## src/rtl/sup_reset_pkg.sv

```systemverilog
package sup_reset_pkg;

  typedef enum logic [1:0] {
    WD_PER_LONG  = 2'b00,
    WD_PER_MID   = 2'b01,
    WD_PER_SHORT = 2'b10,
    WD_PER_OFF   = 2'b11
  } wd_code_e;

  // Largest of three cycle counts, used to size the watchdog counter.
  function automatic int unsigned max3(input int unsigned a, input int unsigned b,
                                       input int unsigned c);
    int unsigned m;
    m = (a > b) ? a : b;
    return (m > c) ? m : c;
  endfunction

  // Period in cycles selected by a watchdog code; 0 when the watchdog is off.
  function automatic int unsigned wd_period(input logic [1:0] code,
                                            input int unsigned long_c,
                                            input int unsigned mid_c,
                                            input int unsigned short_c);
    case (code)
      WD_PER_LONG:  return long_c;
      WD_PER_MID:   return mid_c;
      WD_PER_SHORT: return short_c;
      default:      return 0;
    endcase
  endfunction

endpackage

```

## src/rtl/sup_sync2.sv

```systemverilog
module sup_sync2 #(
  parameter bit RST_VAL = 1'b0
) (
  input  logic clk,
  input  logic arst_n,
  input  logic d,
  output logic q
);
  logic meta;

  always_ff @(posedge clk or negedge arst_n) begin
    if (!arst_n) begin
      meta <= RST_VAL;
      q    <= RST_VAL;
    end else begin
      meta <= d;
      q    <= meta;
    end
  end
endmodule

```

## src/rtl/sup_start_det.sv

```systemverilog
module sup_start_det (
  input  logic clk,
  input  logic arst_n,
  input  logic enable,
  input  logic scl_s,
  input  logic sda_s,
  output logic start_evt
);
  logic sda_prev;
  logic scl_prev;

  always_ff @(posedge clk or negedge arst_n) begin
    if (!arst_n) begin
      sda_prev <= 1'b1;
      scl_prev <= 1'b1;
    end else begin
      sda_prev <= sda_s;
      scl_prev <= scl_s;
    end
  end

  // SDA high-to-low while SCL has been high on both samples
  assign start_evt = enable & scl_s & scl_prev & sda_prev & ~sda_s;
endmodule

```

## src/rtl/sup_hold_timer.sv

```systemverilog
module sup_hold_timer #(
  parameter int unsigned HOLD_CYC = 16,
  localparam int unsigned HW = $clog2(HOLD_CYC + 1)
) (
  input  logic          clk,
  input  logic          arst_n,
  input  logic          trig,
  output logic          active,
  output logic [HW-1:0] cnt
);
  localparam logic [HW-1:0] LAST = HW'(HOLD_CYC - 1);

  always_ff @(posedge clk or negedge arst_n) begin
    if (!arst_n) begin
      active <= 1'b1;
      cnt    <= '0;
    end else if (trig) begin
      active <= 1'b1;
      cnt    <= '0;
    end else if (active) begin
      if (cnt == LAST) begin
        active <= 1'b0;
        cnt    <= '0;
      end else begin
        cnt <= cnt + HW'(1);
      end
    end
  end
endmodule

```

## src/rtl/sup_wd_timer.sv

```systemverilog
module sup_wd_timer
  import sup_reset_pkg::*;
#(
  parameter int unsigned LONG_CYC  = 1400,
  parameter int unsigned MID_CYC   = 600,
  parameter int unsigned SHORT_CYC = 200,
  localparam int unsigned CW = $clog2(max3(LONG_CYC, MID_CYC, SHORT_CYC) + 1)
) (
  input  logic          clk,
  input  logic          arst_n,
  input  logic          hold,
  input  logic          kick,
  input  logic [1:0]    code,
  output logic          expire,
  output logic          run,
  output logic          code_chg,
  output logic [CW-1:0] cnt,
  output logic [CW-1:0] lim
);
  logic [1:0] code_q;
  logic       clr;

  always_comb begin
    lim      = CW'(wd_period(code, LONG_CYC, MID_CYC, SHORT_CYC));
    run      = (code != WD_PER_OFF);
    code_chg = (code != code_q);
    expire   = ~hold & run & ~code_chg & ~kick & (cnt == lim - CW'(1));
    clr      = hold | ~run | code_chg | kick | expire;
  end

  always_ff @(posedge clk or negedge arst_n) begin
    if (!arst_n) begin
      code_q <= WD_PER_OFF;
      cnt    <= '0;
    end else begin
      code_q <= code;
      if (clr) cnt <= '0;
      else     cnt <= cnt + CW'(1);
    end
  end
endmodule

```

## src/rtl/sup_reset_gen.sv

```systemverilog
module sup_reset_gen
  import sup_reset_pkg::*;
#(
  parameter bit          RST_ACTIVE_HIGH = 1'b0,
  parameter int unsigned RST_HOLD_CYC    = 250000,
  parameter int unsigned WD_LONG_CYC     = 1400000,
  parameter int unsigned WD_MID_CYC      = 600000,
  parameter int unsigned WD_SHORT_CYC    = 200000
) (
  input  logic       clk,
  input  logic       por_n,
  input  logic       low_flag,
  input  logic       scl_in,
  input  logic       sda_in,
  input  logic [1:0] wd_code,
  output logic       sys_rst,
  output logic       bus_block
);
  localparam int unsigned CW = $clog2(max3(WD_LONG_CYC, WD_MID_CYC, WD_SHORT_CYC) + 1);
  localparam int unsigned HW = $clog2(RST_HOLD_CYC + 1);

  logic          scl_s, sda_s, low_s;
  logic          rst_active, rst_asserted;
  logic          start_evt, wd_expire, wd_run, code_chg;
  logic [CW-1:0] wd_cnt, wd_lim;
  logic [HW-1:0] hold_cnt;

  // The low-supply flag syncs with reset value 1, so a fresh supply counts as low.
  sup_sync2 #(.RST_VAL(1'b1)) u_sync_scl (.clk(clk), .arst_n(por_n), .d(scl_in),   .q(scl_s));
  sup_sync2 #(.RST_VAL(1'b1)) u_sync_sda (.clk(clk), .arst_n(por_n), .d(sda_in),   .q(sda_s));
  sup_sync2 #(.RST_VAL(1'b1)) u_sync_low (.clk(clk), .arst_n(por_n), .d(low_flag), .q(low_s));

  sup_start_det u_start (
    .clk(clk), .arst_n(por_n), .enable(~rst_active),
    .scl_s(scl_s), .sda_s(sda_s), .start_evt(start_evt)
  );

  sup_wd_timer #(
    .LONG_CYC(WD_LONG_CYC), .MID_CYC(WD_MID_CYC), .SHORT_CYC(WD_SHORT_CYC)
  ) u_wd (
    .clk(clk), .arst_n(por_n), .hold(rst_active), .kick(start_evt), .code(wd_code),
    .expire(wd_expire), .run(wd_run), .code_chg(code_chg), .cnt(wd_cnt), .lim(wd_lim)
  );

  sup_hold_timer #(.HOLD_CYC(RST_HOLD_CYC)) u_hold (
    .clk(clk), .arst_n(por_n), .trig(low_s | wd_expire),
    .active(rst_active), .cnt(hold_cnt)
  );

  // The raw flag asserts reset at once; the synchronised copy times the release.
  assign rst_asserted = rst_active | low_flag;
  assign bus_block    = rst_asserted;

  if (RST_ACTIVE_HIGH) begin : g_out_high
    assign sys_rst = rst_asserted;
  end else begin : g_out_low
    assign sys_rst = ~rst_asserted;
  end
endmodule

```

## config.mk

```make
export PLATFORM = sky130hd
export DESIGN_NAME = sup_reset_gen
export DESIGN_NICKNAME = d
export VERILOG_FILES = /design/src/rtl/sup_reset_pkg.sv /design/src/rtl/sup_sync2.sv /design/src/rtl/sup_start_det.sv /design/src/rtl/sup_hold_timer.sv /design/src/rtl/sup_wd_timer.sv /design/src/rtl/sup_reset_gen.sv
export SDC_FILE = /design/constraint.sdc
export NUM_CORES = 1
export LEC_CHECK = 0
export BUFFER_PORTS_ARGS = -buffer_cell sky130_fd_sc_hd__buf_2
export CORE_UTILIZATION = 55
export CTS_CLUSTER_DIAMETER = 50
export DETAILED_ROUTE_END_ITERATION = 6
export GPL_ROUTABILITY_DRIVEN = 0
export MAX_ROUTING_LAYER = met4
export PLACE_DENSITY = 0.83
export SLEW_MARGIN = 40
export SYNTH_ARGS = -nofsm -noshare
export SYNTH_HDL_FRONTEND = slang
export SYNTH_HIERARCHICAL = 1
export SYNTH_SLANG_ARGS = --single-unit
```

## constraint.sdc

```tcl
create_clock -name clk -period 3.28 [get_ports clk]
set_input_delay 0.492 -clock clk [delete_from_list [all_inputs] [get_ports clk]]
set_output_delay 0.492 -clock clk [all_outputs]
set_load 0.02 [all_outputs]
```

### Word level (Yosys, flattened, before mapping)

Index checks and enable logic that the tools add are counted.

* flip-flop bits (word level): 50

* equal/unequal tests: 6
* bitwise logic cells: 20
* reductions and logical operators: 2
* $add $sub $neg: 3
* muxes and demuxes: 8

Operator list (count)
* $pmux 21 s3: 1
* $mux 18: 3
* $add 21x1->21 const B: 1
* $eq 21x21->1: 1
* $mux 21: 1
* $sub 21x1->21 const B: 1
* $add 18x1->18 const B: 1
* $eq 18x18->1 const B: 1
* $and 1x1->1: 8
* $not 1->1: 6
* $or 1x1->1: 6
* $mux 1: 3
* $eq 2x1->1 const B: 1
* $eq 2x2->1 const B: 1
* $logic_not 2->1: 1
* $ne 2x2->1: 1
* $ne 2x2->1 const B: 1
* $reduce_bool 2->1: 1

### Depth between registers and ports, before layout

* depth in word-level cells: 10
* depth in mapped cells: 12
* gate-level depth less buffers: 12

### Cells and area by module

The synthesis kept the hierarchy.

Modules (own cells, without submodules)
* sup_wd_timer: area each 1498.9 µm², instances 1, sequential area each 578.1 µm², cells each 154
* sup_hold_timer: area each 1083.5 µm², instances 1, sequential area each 476.7 µm², cells each 128
* sup_sync2: area each 52.6 µm², instances 3, sequential area each 52.6 µm², cells each 2
* sup_start_det: area each 67.6 µm², instances 1, sequential area each 52.6 µm², cells each 5
* sup_reset_gen: area each 20.0 µm², instances 1, sequential area each 0.0 µm², cells each 4

### Worst setup path after synthesis

No wires, ideal clock.

* kind: input port to flip-flop
* from: input wd_code[0]
* to: register u_hold.cnt[16]
* data required time: 3.154 ns
* setup slack: 0.499 ns
* arrival: 2.655 ns
* setup time: 0.126 ns
* stages on the path: 12
* path through: inv_1 > ha_1 > nor4b_1 > o2111ai_1 > nor4_1 > nor2b_1 > or2_1 > nand2b_1 > a21o_1 > buf_6 > nor2_1 > a221o_1

* cells in the longest elaborated chain, start to end: 7
* elaborated cells on any way between the ends: 16
* classes of those cells: add/sub: 1; eq/ne: 5; mux: 2; bitwise: 6; reduce/logical: 2

RTL lines
* start: declaration: line sup_reset_gen.sv:15 `input logic [1:0] wd_code,`
* $eq 2x2->1 (tied with other cells): line sup_reset_pkg.sv:23 `case (code)`
* $pmux 21 s3 *: line sup_reset_pkg.sv:23
* net wd_lim[8]: line sup_reset_gen.sv:25 `logic [CW-1:0] wd_cnt, wd_lim;`
* $sub 21x1->21 *: line sup_wd_timer.sv:27 `expire = ~hold & run & ~code_chg & ~kick & (cnt == lim - CW'(1));`
* $eq 21x21->1 *: line sup_wd_timer.sv:27
* $and 1x1->1 *: line sup_wd_timer.sv:27
* net wd_expire: line sup_reset_gen.sv:24 `logic start_evt, wd_expire, wd_run, code_chg;`
* $or 1x1->1 *: line sup_reset_gen.sv:46 `.clk(clk), .arst_n(por_n), .trig(low_s | wd_expire),`
* $mux 18 / $reduce_bool 2->1 (equally long branches)
* end signal: assignment: line sup_hold_timer.sv:25 `cnt <= cnt + HW'(1);`
* end: declaration: line sup_hold_timer.sv:9 `output logic [HW-1:0] cnt`

Mark *: on every way through the listed nets, which the timed path passes. The rest lies on a longest branch.
A chain may end at the register's enable or synchronous reset.

### Worst setup path after layout

Same ends and word-level chain as after synthesis.

==> metrics.cfg <==
[sta]
worstMarginPinSlew_ps = 606.0
max_clock_freq_mhz = 339.1
finalSetupTns_ps = 0
final_max_slew_viol_count = 0
hold_violations = 0
fin_ws_ps = 331.4
setup_viol = 0
finalCritPeriodShare_pct = 89.90
relSlewSlack_pct = 59.60
skew_ps = 6.811
rsz0062_at_grt = false
worst_hold_slack_ps = 173.8
fin_crit_ps = 2949

[floorplan]
fp.dieW_um = 71.66
rows = 24
die_area_um2 = 5135
core_area_um2 = 4504
ioPinCount = 9
initial_core_util_pct = 59.25
die_y_um = 71.66

[cts]
cts_resized = 0
cts_setup_buffers = 0
cts.sinks = 50
path_clk_slew_ps = 100
cts_tree = yes
cts_inserted_buffers = 5
root_buffer = clkbuf_8
clk_path_buf_depth = 2
clkLatencyLatePin_ps = 310
cts_htree_levels = 2
holdBufCountCts = 0

[layout]
diodes = 0
drive_gt1_share_pct = 15.03
final_cells = 338
layout_common_cells = 39 x dfrtp_1, 32 x nand2_1, 21 x nor3_1, 18 x nand3_1, 13 x xor2_1
area_growth_syn_to_layout_pct = 7.454
stdcell_area_um2 = 2868
nets = 298
n_fill_cell = 363
final_common_cell = dfrtp_1

[synth]
syn_nets = 288
avgSynthCellArea_um2 = 9.705
synth_area_um2 = 2669
ys_warn_count = 6
postSynthCellCount = 275

[critical_path]
r2r_start = u_wd/cnt[0]
critPathKind = input pin to flop
cp_num_buf_inv = 2
path_delay_family = simple AND/OR/NAND/NOR gates
critPathMaxFanout = 12
cp.arrival_ps = 3140
crit_path_start_kind = input pin
cp-end-kind = flop
slowest_stage = nor4_2
critical_path_required_ps = 3480
crit_chain = buf_2 > inv_1 > ha_1 > nor4b_1 > o2111ai_1 > nor4_2 > nor2b_1 > or2_1 > nand2b_1 > a21o_1 > nor2_1 > a221o_1
slowest_delay_ps = 360
cp-startpoint = wd_code[0]

[route]
drt_wl_total_mm = 5.179
vias = 2109
detail_route.wl_per_cell_um = 15.32
drcViolationCount = 0
first_iter_violations = 187
drt_pass1_iterations = 4
antenna_left = 0
viasPerCell = 6.240

[place]
place_ws_ps = 52.79
postPlaceCellArea_um2 = 2770
port_buffers = 8
hpwl_mm = 3.431
dpl.cell_count = 330

[min_path]
min_path_type = input pin to asynchronous set/reset pin

[pwr]
power_density_nw_per_um2 = 375.5
power_leakage_nw = 1.141
peakVddDrop_uv = 424.4

[status]
status = complete, no violations

[global_routing]
antenna_found_initial = 0
grt_pass1_vias = 1867
grt_usage_pct = 22.90
grt_max_degree = 51
grt-ovfl-total = 0
grt_pass1_wl_mm = 8.873

[job]
max_cap_violations = 0

==> layer usage <==
layer,vias up,track usage (%),part of all wire (%)
li1,1022,-,-
met5,-,-,0
met1,978,33.05,48
met2,100,33.02,44
met3,9,4.360,7.1
met4,0,6.754,1.0
==> worst register-to-register path, delay by kind of cell (launching register included) <==
family,cells,cell delay (ps)
and+or+nand+nor,7,1480
AOI/OAI and AO/OA,2,580
DFF,1,390
adders and majority gates,1,210
==> through the flow <==
stage	power (mW)	utilization (%)
after floorplan	0.6776	-
after global placement	0.7006	61.44
after detailed placement	0.7031	61.50
after CTS	1.091	63.67
after global routing	1.119	63.67
final	1.077	63.67
==> flip-flops by register name (all words and copies together), names as in the netlist <==
| register | flops |
|---|---|
| u_hold/active | 1 |
| u_wd/cnt | 21 |
| u_sync_sda/meta | 1 |
| u_start/sda_prev | 1 |
| u_hold/cnt | 18 |
| u_wd/code_q | 2 |
| u_sync_scl/meta | 1 |
| u_start/scl_prev | 1 |
| u_sync_low/meta | 1 |
| u_sync_sda/q | 1 |
| u_sync_scl/q | 1 |
| u_sync_low/q | 1 |
==> path summary, 6_finish.rpt <==
kind | slack, ps | cells after the start | end
setup reg to reg | 480 | 10 | u_hold/cnt[16]
max in group asynchronous | 2680 | 1 | u_wd/cnt[19]
hold reg to reg | 360 | 0 | u_sync_low/q
hold / removal | 170 | 1 | u_wd/cnt[6]
min in group clk | 270 | 1 | u_sync_scl/meta
setup / recovery | 330 | 12 | u_hold/cnt[16]
==> report_power, final <==
| group | internal [mW] | switching, mW | total [mW] |
|---|---|---|---|
| Clock | 0.160 | 0.226 | 0.386 |
| Sequential | 0.630 | 0.00667 | 0.637 |
| Combinational | 0.0197 | 0.0339 | 0.0535 |
==> area by class of cell <==
class / instances / area (um^2) / area share [%]
clock buffer: 5 / 68.82 / 2.400
clock inverter: 3 / 28.78 / 1.003
inverter: 10 / 37.54 / 1.309
multi-input combinational: 205 / 1323 / 46.12
sequential: 50 / 1265 / 44.11
tap: 52 / 65.06 / 2.269
timing repair buffer: 13 / 80.08 / 2.792
No activity file was read; power rests on OpenSTA's default activity.
